===== config.mk =====
export PLATFORM = sky130hd
export DESIGN_NAME = pt_walker
export DESIGN_NICKNAME = d
export VERILOG_FILES = /design/src/rtl/pt_walker.sv
export SDC_FILE = /design/constraint.sdc
export NUM_CORES = 1
export LEC_CHECK = 0
export BUFFER_PORTS_ARGS = -buffer_cell sky130_fd_sc_hd__buf_2
export CAP_MARGIN = 25
export CORE_AREA = 2 2 146 148
export DETAILED_ROUTE_END_ITERATION = 8
export DIE_AREA = 0 0 148 150
export PLACE_DENSITY = 0.82
export SLEW_MARGIN = 25
export SYNTH_ARGS = -nofsm -noshare
export SYNTH_HDL_FRONTEND = slang
export SYNTH_SLANG_ARGS = --single-unit

===== constraint.sdc =====
create_clock -name clk -period 2.95 [get_ports clk]
set_input_delay 0.295 -clock clk [delete_from_list [all_inputs] [get_ports clk]]
set_output_delay 0.295 -clock clk [all_outputs]
set_load 0.02 [all_outputs]

===== src/rtl/pt_walker.sv =====
module pt_walker #(
  parameter int OFF_W = 13,
  parameter int IDX_W = 10,
  parameter int PFN_W = 32,
  localparam int VA_W = OFF_W + 3 * IDX_W,
  localparam int PA_W = PFN_W + OFF_W
) (
  input  logic            clk,
  input  logic            rst_n,
  input  logic            req_valid,
  input  logic [VA_W-1:0] req_vaddr,
  input  logic            req_write,
  input  logic            req_user,
  input  logic [PA_W-1:0] ptbr,
  output logic            busy,
  output logic            mem_rd_valid,
  output logic [PA_W-1:0] mem_rd_addr,
  input  logic            mem_rsp_valid,
  input  logic [63:0]     mem_rsp_data,
  output logic            done,
  output logic [PA_W-1:0] paddr,
  output logic [63:0]     leaf_pte,
  output logic [1:0]      fault
);
  typedef enum logic [1:0] {S_IDLE, S_REQ, S_WAIT} st_t;

  st_t             state;
  logic [1:0]      lvl;
  logic [VA_W-1:0] va_q;
  logic            wr_q, usr_q;
  logic [PA_W-1:0] base_q;
  logic [IDX_W-1:0] idx;

  always_comb begin
    case (lvl)
      2'd0:    idx = va_q[OFF_W+2*IDX_W +: IDX_W];
      2'd1:    idx = va_q[OFF_W+IDX_W +: IDX_W];
      default: idx = va_q[OFF_W +: IDX_W];
    endcase
  end

  assign mem_rd_addr  = base_q + {{(PA_W-IDX_W-3){1'b0}}, idx, 3'b000};
  assign mem_rd_valid = (state == S_REQ);
  assign busy         = (state != S_IDLE);

  wire pte_v  = mem_rsp_data[PFN_W];
  wire can_rd = usr_q ? mem_rsp_data[PFN_W+1] : mem_rsp_data[PFN_W+2];
  wire can_wr = usr_q ? mem_rsp_data[PFN_W+3] : mem_rsp_data[PFN_W+4];
  wire [1:0] leaf_code = wr_q ? (can_wr ? 2'd0 : 2'd3) : (can_rd ? 2'd0 : 2'd2);

  always_ff @(posedge clk or negedge rst_n) begin
    if (!rst_n) begin
      state    <= S_IDLE;
      lvl      <= 2'd0;
      va_q     <= '0;
      wr_q     <= 1'b0;
      usr_q    <= 1'b0;
      base_q   <= '0;
      done     <= 1'b0;
      paddr    <= '0;
      leaf_pte <= '0;
      fault    <= 2'd0;
    end else begin
      done <= 1'b0;
      case (state)
        S_IDLE: if (req_valid) begin
          va_q   <= req_vaddr;
          wr_q   <= req_write;
          usr_q  <= req_user;
          base_q <= ptbr;
          lvl    <= 2'd0;
          state  <= S_REQ;
        end
        S_REQ: state <= S_WAIT;
        default: if (mem_rsp_valid) begin
          if (pte_v && lvl != 2'd2) begin
            base_q <= {mem_rsp_data[PFN_W-1:0], {OFF_W{1'b0}}};
            lvl    <= lvl + 2'd1;
            state  <= S_REQ;
          end else begin
            state    <= S_IDLE;
            done     <= 1'b1;
            leaf_pte <= mem_rsp_data;
            fault    <= pte_v ? leaf_code : 2'd1;
            paddr    <= (pte_v && leaf_code == 2'd0) ?
                        {mem_rsp_data[PFN_W-1:0], va_q[OFF_W-1:0]} : '0;
          end
        end
      endcase
    end
  end
endmodule


==> metrics.txt <==
Post-Synth XOR/XNOR Area=3.64%; Post-synth EDFFs=0; status=complete, but fails checks; CP endpoint kind=output pin; area delta synth->final=41.5%; clock transition at the registers of the reported paths=0.06 ns; Synth Area in Adders=1.95%; ratio of cells with drive above 1 in the final layout=43.1%; Critical Path RT=2.65 ns; # Max-Cap Violations=0; Rel. slew slack=45.2%; H-tree Lvls=1; initial antenna violation count=2; crit-path max FO=13; Simple-Gate Fraction of Synth Area=16.1%; Setup WS post-layout=-0.618 ns; P_leak=6.69 nW; CTS Buf Count=23; Seq/Total Area, Yosys=55.0%; core footprint=20700 um2; vias=8481; worst hold path class=primary input to flip-flop; critical path class=flip-flop to output pin; area leader, netlist=dfrtp_1; die height=150 um; Highest Clock Rate=0.280 GHz; Mean Syn Cell Area=10.3 um2; Final ANT Viol Nets=0; Final min period=3.57 ns; compound-gate portion of the synthesized area=10.9%; vias in the first global route=8816; first-pass GRT wire length=46500 um; Worst-Skew Late Latency=0.50 ns; largest family of logic cells by synthesized area=simple AND/OR/NAND/NOR gates; drt pass-1 iters=5; dpl cells=1482; Remaining DRCs=0; Starting Density=45.3%; Slew Viols, Final=0; share of the synthesized area in the top cell type=55.0%; post-DP HPWL=20000 um; Tcrit/Tclk final=121%; vias per cell=5.41; crit-path max cell delay=0.42 ns; most used cell, CP=ha_4; Seq cells post-synth=206; Clock Skews=0.0110 ns; Async SR Flop Fraction=100%; top_reg_cell synth=dfrtp_1; Die Wd=148 um; syn nets=1082; Peak VDD IR=0.702 mV; Synth Warn #=0; GRT Residual Overflow=0; Worst Path Arrival=3.27 ns; unrepaired setup endpoints after global routing=yes; IO Port Bufs=316; GPL Wtd Cong=0.919; synth unique cells=50; DRT iter0 DRCs=471; Finished Layout Cells=1567; largest net degree at the start of global routing=111; Routed Wire Length=30600 um; failing checks=setup timing; FP Rows=53; largest cells by area after synthesis=dfrtp_1 (55%), nand2_1 (12%), mux2_2 (5.6%); setup violators final=39; clock buffer depth=3; total chip power=16.9 mW; crit-path cells=inv_2 > ha_4 > buf_6 > a22oi_2 > nand2_2 > ha_4 > fa_2 > a21oi_2 > o221ai_2 > o211ai_2 > buf_12 > nor3_1 > xor2_1 > buf_4; fill cell count=1570; Avg WL per Cell=19.5 um; CTS tree=done; Critical Path Source Type=flip-flop; Root Buffer=clkbuf_16; mux contribution to synthesized area=9.41%; Sink Count=206; cell area after synthesis=9380 um2; critical path's slowest cell=dfrtp_1; Final Hold Vio Count=0; GR Util All Layers=26.5%; Nets=1448; Slew @ Worst Pin=0.822 ns; IO Pins=317; cells after synthesis=910; Pwr Density=1270 nW/um2; die area=22200 um2
## timing repair
| item | in CTS | in global routing |
|---|---|---|
| endpoints found under the setup margin | 39 | 40 |
| pin swaps | 45 | 7 |
| hold buffers | 24 | 0 |
| gates cloned | 1 | 0 |
| gates resized for setup | 135 | 22 |
| endpoints found under the hold margin | 93 | 0 |
| setup buffers | 17 | 3 |
## cells in the final DEF, fill, tap and decap left out, drive strengths merged, types with 3 or more instances in the layout
cell type      n
clkinv         5
ha            13
a22oi         10
a21oi         16
inv            9
nand3         20
xor2          28
a22o          46
o21ai         53
xnor2         11
nor3           4
mux2i         33
a211oi         5
clkbuf        33
dfrtp        206
nand4          8
nor2          20
mux2          47
nand2        291
buf          372
a2111oi        3
and3           3
dlygate4sd3   24
nor4           7
## critical path, delay by kind of cell, from the launching register on
kind | cells | cell delay, ns
AO/OA/AOI/OAI | 4 | 0.70
flip-flops | 1 | 0.42
adder cells (fa/ha/maj) | 3 | 0.71
buffers and inverters | 4 | 0.57
AND/OR/NAND/NOR | 2 | 0.17
XOR/XNOR | 1 | 0.18
## metrics by stage
| step | hold WS, ns | util (%) | setup slack [ns] | setup TNS (ns) | instance area, um2 |
|---|---|---|---|---|---|
| after floorplan | -0.000591 | - | 0.00769 | 0 | 9440 |
| after global placement | 0.358 | 55.4 | -0.0526 | -0.285 | 11500 |
| after detailed placement | 0.358 | 55.4 | -0.159 | -2.52 | 11500 |
| after CTS | 0.00383 | 63.4 | -0.534 | -15.70 | 13100 |
| after global routing | 0.0122 | 64.2 | -0.744 | -23.91 | 13300 |
| final | 0.0218 | 64.2 | -0.618 | -18.85 | 13300 |
## where the power goes
part           switching, mW  total [mW]  internal (mW)
Sequential              1.10        5.24           4.14
Clock                   1.14        2.79           1.64
Combinational           5.07        8.85           3.77
## Yosys cell counts, types with 3 or more instances
| library cell | n |
|---|---|
| a211oi_1 | 5 |
| a21oi_1 | 15 |
| a22o_1 | 46 |
| a22oi_1 | 10 |
| and3_1 | 3 |
| buf_1 | 5 |
| buf_2 | 18 |
| buf_4 | 3 |
| clkbuf_1 | 29 |
| dfrtp_1 | 206 |
| ha_1 | 13 |
| inv_1 | 8 |
| mux2_2 | 47 |
| mux2i_1 | 33 |
| nand2_1 | 291 |
| nand3_1 | 18 |
| nand4_1 | 7 |
| nor2_1 | 20 |
| nor3_1 | 3 |
| nor4_1 | 3 |
| nor4_2 | 4 |
| o21ai_0 | 51 |
| xnor2_1 | 11 |
| xor2_1 | 28 |
## metal layers
layer,global-route usage [%],vias up,share of wire [%]
li1,-,3813,-
met1,32.7,4152,38
met2,44.9,399,49
met3,5.55,117,7.3
met4,12.0,0,4.8
met5,0,-,0
## sequential cells by signal (all words and copies together) (netlist names)
| signal | cells |
|---|---|
| va_q | 43 |
| state | 2 |
| wr_q | 1 |
| done | 1 |
| base_q | 45 |
| leaf_pte | 64 |
| lvl | 2 |
| usr_q | 1 |
| fault | 2 |
| paddr | 45 |
## area by class of cell
cell class	instances	area, um2	area share (%)
tap	275	344	2.59
inverter	9	33.8	0.255
antenna	2	5.00	0.0377
clock inverter	7	70.1	0.528
sequential	206	5150	38.8
timing repair buffer	397	2480	18.7
multi-input combinational	639	4530	34.1
clock buffer	32	659	4.97
## logic make-up (layout without fill, tap and decap cells)
group                      Yosys count  in the layout
and+or+nand+nor                    360            360
DFF                                206            206
AOI/OAI and AO/OA                  145            145
muxes                               81             81
buffers and inverters               65            445
xor gates and xnor gates            39             39
adders and majority gates           14             14
other                                0              2
## worst paths after layout
kind	start	endpoint	slack, ns	depth (start not counted)
max	lvl[0]	mem_rd_addr[37]	-0.62	14
min	mem_rsp_data[46]	leaf_pte[46]	0.02	3
max reg2reg	lvl[0]	paddr[42]	0.54	11
min reg2reg	leaf_pte[16]	leaf_pte[16]	0.47	2
max in group asynchronous	rst_n	base_q[23]	1.75	3
min in group asynchronous	rst_n	leaf_pte[23]	0.40	2
(Power assumes the default switching activity.)
